File: config.mk
export PLATFORM = sky130hd
export DESIGN_NAME = auth_cmd_ctrl
export DESIGN_NICKNAME = d
export VERILOG_FILES = /design/src/rtl/auth_cmd_ctrl.sv
export SDC_FILE = /design/constraint.sdc
export NUM_CORES = 1
export LEC_CHECK = 0
export ABC_CLOCK_PERIOD_IN_PS = 3290
export BUFFER_PORTS_ARGS = -buffer_cell sky130_fd_sc_hd__buf_2
export CAP_MARGIN = 20
export CORE_MARGIN = 4
export CORE_UTILIZATION = 46
export CTS_CLUSTER_SIZE = 12
export DETAILED_ROUTE_END_ITERATION = 7
export HOLD_SLACK_MARGIN = 0.02
export PLACE_DENSITY = 0.69
export SLEW_MARGIN = 20
export SYNTH_ARGS = -nofsm -noshare
export SYNTH_HDL_FRONTEND = slang
export SYNTH_SLANG_ARGS = --single-unit
File: constraint.sdc
create_clock -name clk -period 3.29 [get_ports clk]
set_input_delay 0.987 -clock clk [delete_from_list [all_inputs] [get_ports clk]]
set_output_delay 0.987 -clock clk [all_outputs]
set_load 0.005 [all_outputs]
File: src/rtl/auth_cmd_ctrl.sv
module auth_cmd_ctrl #(
  parameter int CLK_MHZ     = 200,
  parameter int START_US    = 100,
  parameter int CHAL_BYTES  = 8,
  parameter int MAC_BITS    = 160,
  parameter logic [7:0] OP_WRITE    = 8'h0C,
  parameter logic [7:0] OP_MAC_ID   = 8'h35,
  parameter logic [7:0] OP_MAC_NOID = 8'h36
) (
  input  logic                    clk,
  input  logic                    rst_n,
  input  logic                    link_rst,
  input  logic                    rx_valid,
  input  logic [7:0]              rx_data,
  output logic                    rx_ready,
  output logic                    hash_start,
  output logic                    hash_use_id,
  output logic [8*CHAL_BYTES-1:0] hash_challenge,
  input  logic                    hash_done,
  input  logic [MAC_BITS-1:0]     hash_mac,
  output logic                    chal_ovf,
  output logic                    tx_valid,
  output logic                    tx_bit,
  input  logic                    tx_ready
);
  localparam int DELAY_CYC = CLK_MHZ * START_US;
  localparam int CW = $clog2(DELAY_CYC + 1);
  localparam int IW = $clog2(CHAL_BYTES + 1);
  localparam int BW = $clog2(MAC_BITS);

  typedef enum logic [2:0] {ST_IDLE, ST_CHAL, ST_DLY, ST_COMP, ST_PRE, ST_READ} st_t;

  st_t                    st;
  logic [CW-1:0]          dly_cnt;
  logic [IW-1:0]          byte_idx;
  logic [BW-1:0]          bit_cnt;
  logic [MAC_BITS-1:0]    mac_sr;
  logic                   take;

  assign rx_ready   = (st != ST_READ);
  assign take       = rx_valid && rx_ready;
  assign hash_start = (st == ST_DLY) && (dly_cnt == CW'(DELAY_CYC - 1));
  assign tx_valid   = (st == ST_READ);
  assign tx_bit     = mac_sr[0];

  always_ff @(posedge clk or negedge rst_n) begin
    if (!rst_n) begin
      st             <= ST_IDLE;
      dly_cnt        <= '0;
      byte_idx       <= '0;
      bit_cnt        <= '0;
      mac_sr         <= '0;
      hash_challenge <= '0;
      hash_use_id    <= 1'b0;
      chal_ovf       <= 1'b0;
    end else if (link_rst) begin
      st <= ST_IDLE;
    end else begin
      case (st)
        ST_IDLE: if (take) begin
          if (rx_data == OP_WRITE) begin
            st       <= ST_CHAL;
            byte_idx <= '0;
            chal_ovf <= 1'b0;
          end else if (rx_data == OP_MAC_ID || rx_data == OP_MAC_NOID) begin
            st          <= ST_DLY;
            dly_cnt     <= '0;
            hash_use_id <= (rx_data == OP_MAC_ID);
          end
        end
        ST_CHAL: if (take) begin
          if (byte_idx < IW'(CHAL_BYTES)) begin
            hash_challenge[{byte_idx, 3'b000} +: 8] <= rx_data;
            byte_idx <= byte_idx + 1'b1;
          end else begin
            chal_ovf <= 1'b1;
          end
        end
        ST_DLY: begin
          if (hash_start) st <= ST_COMP;
          else dly_cnt <= dly_cnt + 1'b1;
        end
        ST_COMP: if (hash_done) begin
          mac_sr         <= hash_mac;
          hash_challenge <= '0;
          st             <= ST_PRE;
        end
        ST_PRE: if (take) begin
          st      <= (rx_data == 8'h00) ? ST_READ : ST_IDLE;
          bit_cnt <= '0;
        end
        ST_READ: if (tx_ready) begin
          mac_sr <= mac_sr >> 1;
          if (bit_cnt == BW'(MAC_BITS - 1)) st <= ST_IDLE;
          else bit_cnt <= bit_cnt + 1'b1;
        end
        default: st <= ST_IDLE;
      endcase
    end
  end
endmodule


==> results of run 1 <==
-- worst max-delay path, delay by kind of cell (launching register included) --
kind          cells  cell delay (ps)
flops             1              680
simple gates      1              360
buf+inv           2              350
-- metal layers --
metal,GRT usage,vias to the layer above,part of all wire
met3,0.0441,65,0.069
met1,0.298,4949,0.45
met5,0,-,0.0016
li1,-,4967,-
met4,0.0575,8,0.025
met2,0.311,305,0.46
-- power groups by stage --
stage / logic [mW] / clock network, mW / registers (mW)
floorplan: 0.712 / 0 / 3.60
global placement: 0.988 / 0 / 3.68
detailed placement: 1.02 / 0 / 3.69
finish: 1.01 / 3.07 / 3.64
CTS: 1.02 / 3.14 / 3.64
global route: 1.15 / 3.29 / 3.68
-- placed cells by master (no fill, tap or decap), types with 7 or more instances in the layout --
| master | instances |
|---|---|
| sky130_fd_sc_hd__dfrtp_1 | 256 |
| sky130_fd_sc_hd__nand4_1 | 11 |
| sky130_fd_sc_hd__buf_2 | 242 |
| sky130_fd_sc_hd__nor4_1 | 8 |
| sky130_fd_sc_hd__clkbuf_8 | 8 |
| sky130_fd_sc_hd__clkbuf_16 | 28 |
| sky130_fd_sc_hd__buf_4 | 12 |
| sky130_fd_sc_hd__a32o_1 | 17 |
| sky130_fd_sc_hd__and3_1 | 8 |
| sky130_fd_sc_hd__a21o_1 | 17 |
| sky130_fd_sc_hd__nor2_1 | 184 |
| sky130_fd_sc_hd__xor2_1 | 7 |
| sky130_fd_sc_hd__nand2_1 | 361 |
| sky130_fd_sc_hd__a31oi_1 | 160 |
| sky130_fd_sc_hd__nand3_1 | 14 |
| sky130_fd_sc_hd__o21ai_0 | 18 |
| sky130_fd_sc_hd__or3_1 | 8 |
| sky130_fd_sc_hd__a21oi_1 | 30 |
| sky130_fd_sc_hd__a22o_1 | 33 |
-- cell type report --
cell class              count  area (um2)
fillers                  2351       11100
clock inverters             8        76.3
inverters                   7        28.8
diodes                      1        2.50
clock buffers              42         833
repair buffers            261        1440
well taps                 330         413
flip-flops and latches    256        6410
multi-input cells         964        4970
-- stage by stage --
stage | util | setup slack, ps | cells | power [mW]
6_report | 0.561 | 375 | 1869 | 7.72
3_3_place_gp | 0.525 | 324 | 1818 | 4.67
2_1_floorplan | - | 730 | 1333 | 4.31
5_1_grt | 0.561 | 227 | 1868 | 8.11
3_5_place_dp | 0.525 | 271 | 1818 | 4.71
4_1_cts | 0.561 | 318 | 1868 | 7.80
-- path summary, 6_finish.rpt --
check,start,end
setup / recovery,st[2],tx_valid
hold / removal,rst_n,hash_challenge[59]
hold reg to reg,hash_challenge[48],hash_challenge[48]
max in group asynchronous,rst_n,mac_sr[131]
setup reg to reg,byte_idx[0],hash_challenge[9]
min in group clk,hash_challenge[48],hash_challenge[48]
-- state kept, by name, indices dropped and copies added, names as in the netlist --
register and cells:
mac_sr 160, byte_idx 4, bit_cnt 8, st 3, hash_use_id 1, dly_cnt 15
chal_ovf 1, hash_challenge 64
-- cell families (layout without fill, tap and decap cells) --
group | after synthesis | count (layout) | share of synthesized area
adders and majority gates | 5 | 5 | 0.00528
buffers and inverters | 113 | 318 | 0.0407
and+or+nand+nor | 642 | 642 | 0.227
xor gates and xnor gates | 12 | 12 | 0.00887
DFF | 256 | 256 | 0.541
AOI/OAI and AO/OA | 301 | 301 | 0.174
muxes | 4 | 4 | 0.00370
other | 0 | 1 | 0
==> summary by stage, run 1 <==
Power and ir drop
The relative contribution of the clock network to total power is 0.398. The design internal power is 5.70 mW. The share of total power dissipated in combinational logic is 0.131.

Of the total power, the share spent switching nets is 0.262. Summed over all nets, the switching power comes to 2.03 mW. The analysis attributes to cell leakage a power of roughly 7.2 nW.

The maximum VDD drop is ~0.0004 V. Of the total power, registers draw 0.471. Power spread over the standard cell area amounts to ~550 nW/um2.

Setup path
In this run the worst path has a maximum fanout of 18. The type of the worst setup path is reg -> out. The worst setup path is launched from a register. The cell at the slowest stage of the critical path is sky130_fd_sc_hd__dfrtp_1. For the worst setup path, the data required time is 2300 ps. The path depth of the worst reg2reg path is 8. The slack of the worst reg-to-reg path is approximately 760 ps. In this design, the stage delay of the slowest critical-path cell is approximately 680 ps. Traced cell by cell, the critical path runs through nand3b_1 -> inv_4 -> buf_2. The kind of capture point of the worst setup path is an output port. STA puts the critical path data arrival time at a little under 2000 ps.

Drt
The via count normalized by instance count is 5.51. The post-detailed-routing wire length is 29900 um. The number of design rule violations left after detail routing is 0.

In the final routed layout, each cell accounts on average for between 15 and 20 um. The vias after detailed routing is between 10000 and 15000. The remaining antenna violation count is 0. The first routing iteration left about 800 violations. The pre-antenna-repair detailed-routing pass consisted of 5 iterations.

Synthesis
The commonest cells after synthesis are sky130_fd_sc_hd__nand2_1 (361), sky130_fd_sc_hd__dfrtp_1 (256), sky130_fd_sc_hd__nor2_1 (184). Yosys printed 0 warnings. The number of different library cells in the post-synthesis netlist is 58. The mean post-synth cell area is between 8 and 9 um2. The post-synthesis instance total is around 1300. The most frequently used flop master after synthesis is sky130_fd_sc_hd__dfrtp_1. The number of flops mapped to enable cells by yosys is 0.

The library cell occupying the most area in the post-synthesis netlist is sky130_fd_sc_hd__dfrtp_1. In the post-synthesis netlist, the cell with the most instances is sky130_fd_sc_hd__nand2_1. After synthesis, the cell types taking the most area are sky130_fd_sc_hd__dfrtp_1 (54%), sky130_fd_sc_hd__nand2_1 (11%), sky130_fd_sc_hd__a31oi_1 (8.5%). Counting every net in the synthesized netlist gives around 1500. The sequential fraction of the synthesis area is 0.541.

In this run the cell area of the synthesized design comes to 11800 um2. The total of flip-flops plus latches after synthesis is about 260. The share of Yosys cell area claimed by the top area cell type is 0.541. After synthesis, the share of flip-flops with an asynchronous set or reset is 1.00.

STA
Timing would allow up to around 0.34 GHz. The routed design could run at a clock period as short as ~3000 ps. Summed over all failing endpoints, the final setup total negative slack is 0 ps. Of the available clock period, the critical path in the final layout requires 0.886. Measured against its own limit, the worst slew margin works out to 0.384. The worst hold margin is 402 ps. The total setup violations reported at the end of the flow is 0.

For the pin with the worst max-slew slack, the measured transition is roughly 920 ps. The number of hold violations in the final report is 0. Setup repair after global routing left no endpoint under its margin. The worst clock skew is around 19 ps. The max-slew violation count is 0.

Clocking
The number of gates resized after CTS was 0. Buffers inserted to repair hold after CTS numbered 0. CTS saw 256 sinks. The clock tree from TritonCTS is yes. In this run the deepest clock path goes through 3 buffers. The number of setup buffers added after CTS is 0. In this run the number of H-tree levels came out at 1. The root buffer cell chosen for the clock tree is sky130_fd_sc_hd__clkbuf_16.

The CTS buffer count is 28. After clock tree synthesis, the clock-pin slew on the worst setup and hold paths is approximately 60 ps. For the worst-skew pair, the clock arrives at the later sink with an insertion delay of around 540 ps.

Placed design
The detailed placement HPWL is 20100 um. At the end of routability-driven placement, the weighted congestion stood at 0.843. The number of buffer cells added on primary ports is 243. Summing all placed instances gives a cell area of 13300 um2.

GRT
The wire length of the first global-routing pass is about 49000 um. The total congestion overflow after global routing is 0. Entering global routing, the biggest net connects around 170 pins.

The aggregate global-route resource usage is 0.204. The initial antenna violation count is 4. The via count of the first global-routing pass is about 10000.

Die
The area of the die is between 20000 and 30000 um2. The initial utilization of the core area, before any placement, comes to 0.469. The die is 168 um tall. The total number of placement rows is slightly below 60. The floorplan step defined a core boundary enclosing between 20000 and 30000 um2. The total I/O pin count is approximately 240. The horizontal extent of the die is ~170 um.

Run
The max-cap violation count is 0.

Final layout
In the final layout, the share of cells above drive strength 1 is 0.207. Summing all non-filler instances in the final layout gives an area of about 14000 um2. The total number of nets in the final design is about 1700. The synthesis-to-finish area growth is 19.6%.

Worst hold path
The classification of the worst-slack hold path is in -> async.

Run status
The flow ran to the end, and the final reports show no timing, DRC or antenna violations.
(Power assumes the default switching activity.)
==> run 2: changes to the inputs <==
- CTS_BUF_LIST: default -> sky130_fd_sc_hd__clkbuf_4
==> summary by stage, run 2 (same netlist as run 1, synthesis figures left out) <==
Run status
The flow ran to the end, and the final reports show no timing, DRC or antenna violations.

Clocking
The quantity of hold-fixing buffers added after cts came to 0 (unchanged). The number of clock sinks seen by CTS is 256 (unchanged). The clock network latency to the later pin of the worst-skew pair is 680 ps (+140 ps). The clock-pin slew of the registers on the worst-case setup and hold paths is 70 ps (about the same). The CTS buffer count is 70 (+150%). The post-CTS setup buffer count is 0 (unchanged). The tree is rooted in a sky130_fd_sc_hd__clkbuf_4.

The H-tree depth is 3 (+2). The number of gates given a new drive strength after cts is 0 (unchanged). The maximum clock insertion buffer count came to 3 (unchanged). The clock tree from TritonCTS is yes.

Setup path
The launching point of the worst reg2reg path is byte_idx[0]. The number of buffers and inverters on the critical path was 2 (unchanged). For this design, the slowest cell found on the critical path is sky130_fd_sc_hd__dfrtp_1. The data required time of the worst path is 2300 ps (about the same). The launching instance or port of the critical path is st[2]. STA classifies the critical path endpoint as an output port.

The type of the worst setup path is reg -> out. The critical path goes through nand3b_1 -> inv_4 -> buf_2. The launching element type of the critical path is a register. The stage delay of the slowest cell on the critical path was 670 ps (about the same). The critical path data arrival time came to 2060 ps (+130 ps).

The biggest fanout along the worst timing path is 18 (unchanged). Broken down by cell family, the worst path's largest delay share belongs to flip-flops.

Run
The max-cap violation count is 0 (unchanged).

STA
The worst clock skew is 59.6 ps (+40.6 ps). The number of hold violations in the final report came to 0 (unchanged). Setup repair after global routing left no endpoint under its margin. The share of the clock period used by the worst path after layout is 0.926 (+0.0402). The worst max-slew margin expressed relative to the limit is 0.377 (-0.00653).

The slew of the pin with the lowest slew margin is 934 ps (+9.80 ps). The max-slew violation count is 0 (unchanged). The maximum clock rate is 0.328 GHz (-4.3%). The setup TNS is 0 ps (unchanged). The total setup violations reported at the end of the flow is 0 (unchanged). The clock period minus worst slack was 3050 ps (+132 ps).

GRT
The via count of the first global-routing pass is 10100 (+4.0%). The largest net degree at the start of global routing is 171 (unchanged). The wire length of the first global-routing pass is 50400 um (+2.6%). The aggregate global-route resource usage was 0.212 (+0.00736).

The initial antenna violation count is 5 (+1). The total congestion overflow after global routing is 0 (unchanged).

Power and ir drop
The maximum VDD drop came to 0.000292 V (-28%). The leakage power total is 7.17 nW (+0.31%). The power per cell area is 521 nW/um2 (-4.5%).

Die
The floorplan core area is 25300 um2 (unchanged). The initial cell density of the core came to 0.469 (unchanged). The total number of placement rows was 58 (unchanged).

The die boundary height is 168 um (unchanged). The horizontal extent of the die is 168 um (unchanged). The total I/O pin count is 244 (unchanged). The area of the die was 28400 um2 (unchanged).

Drt
The remaining antenna violation count was 0 (unchanged). The count of TritonRoute iterations in the first routing pass is 5 (unchanged). The DRC violation total after the first TritonRoute iteration was 818 (+5.3%). The via count normalized by instance count is 5.47 (-0.72%). The routed wirelength normalized by instance count is 15.8 um (-1.3%).

The number of design rule violations left after detail routing came to 0 (unchanged). The post-detailed-routing wire length came to 30600 um (+2.0%). The vias after detailed routing is 10600 (+2.6%).

Worst hold path
The worst hold path belongs to the class in -> async.

Placed design
The number of cells in the design after placement is 1818 (unchanged). The global placement routability congestion is 0.843 (unchanged). The number of buffer cells added on primary ports is 243 (unchanged).

The detailed placement HPWL was 20100 um (unchanged).

Final layout
More flip-flops sit in one register than any other, and that register is mac_sr. In the final layout, the registers with the most flip-flops are mac_sr: 160 flops, hash_challenge: 64 flops, dly_cnt: 15 flops. The share of final-layout standard cells stronger than drive strength 1 is 0.236 (+0.0284). The total number of nets in the final design is 1739 (+2.5%). The share of the core filled with cells came to 0.557 (-0.00411).

The number of non-filler instances in the completed layout is 1932 (+3.4%). In the layout the commonest cells are sky130_fd_sc_hd__nand2_1 (361), sky130_fd_sc_hd__dfrtp_1 (256), sky130_fd_sc_hd__buf_2 (242), sky130_fd_sc_hd__nor2_1 (184), sky130_fd_sc_hd__a31oi_1 (160). Leaving out fill and tap cells, the most frequent cell in the layout is sky130_fd_sc_hd__nand2_1. The flip-flop count of the largest register after layout was 160 (unchanged).

From synthesis to final layout, the design area changed by 18.7%.
## run 2: cell count changes in the layout (fill, tap and decap cells not counted), sizes merged
cell      previous run  this run
clkbuf              42        96
clkinvlp             0         1
clkinv               7        13
bufinv               1         0
inv                  7         8
diode                1         3
## run 2: area by class of cell
cell class / count / area [um2]
diodes: 3 / 7.51
clock buffers: 96 / 721
clock inverters: 15 / 80.1
fillers: 2424 / 11200
inverters: 7 / 28.8
multi-input cells: 964 / 4970
flip-flops and latches: 256 / 6410
well taps: 330 / 413
repair buffers: 261 / 1440
## run 2: path summary, 6_finish.rpt
check / to / slack, ps / depth (start not counted)
setup / recovery: tx_valid / 240 / 3
hold / removal: hash_challenge[59] / 240 / 1
setup reg to reg: hash_challenge[15] / 690 / 8
hold reg to reg: hash_challenge[55] / 500 / 1
max in group asynchronous: mac_sr[130] / 2220 / 2
min in group clk: hash_challenge[55] / 500 / 1
## run 2: report_power, final
part           switching (mW)  internal (mW)  total, mW  leakage, nW
Clock                    1.33           1.35       2.67        0.477
Sequential              0.205           3.43       3.63         3.52
Combinational           0.566          0.450       1.02         3.17
## run 2: through the flow
| stage | power, mW | setup slack (ps) | instance area (um2) | hold WS, ps |
|---|---|---|---|---|
| 3_5_place_dp | 4.71 | 271 | 13300 | 482 |
| 5_1_grt | 7.75 | 55.1 | 14100 | 245 |
| 6_report | 7.32 | 243 | 14100 | 242 |
| 2_1_floorplan | 4.31 | 730 | 11800 | 487 |
| 3_3_place_gp | 4.67 | 324 | 13300 | 482 |
| 4_1_cts | 7.43 | 139 | 14100 | 222 |
## run 2: per-layer routing
metal | vias to the layer above | GRT usage | routed length, um
met2 | 339 | 0.320 | 14000
met5 | - | 0 | 48
met4 | 8 | 0.0759 | 672
li1 | 5090 | - | -
met3 | 61 | 0.0556 | 2140
met1 | 5066 | 0.297 | 13700
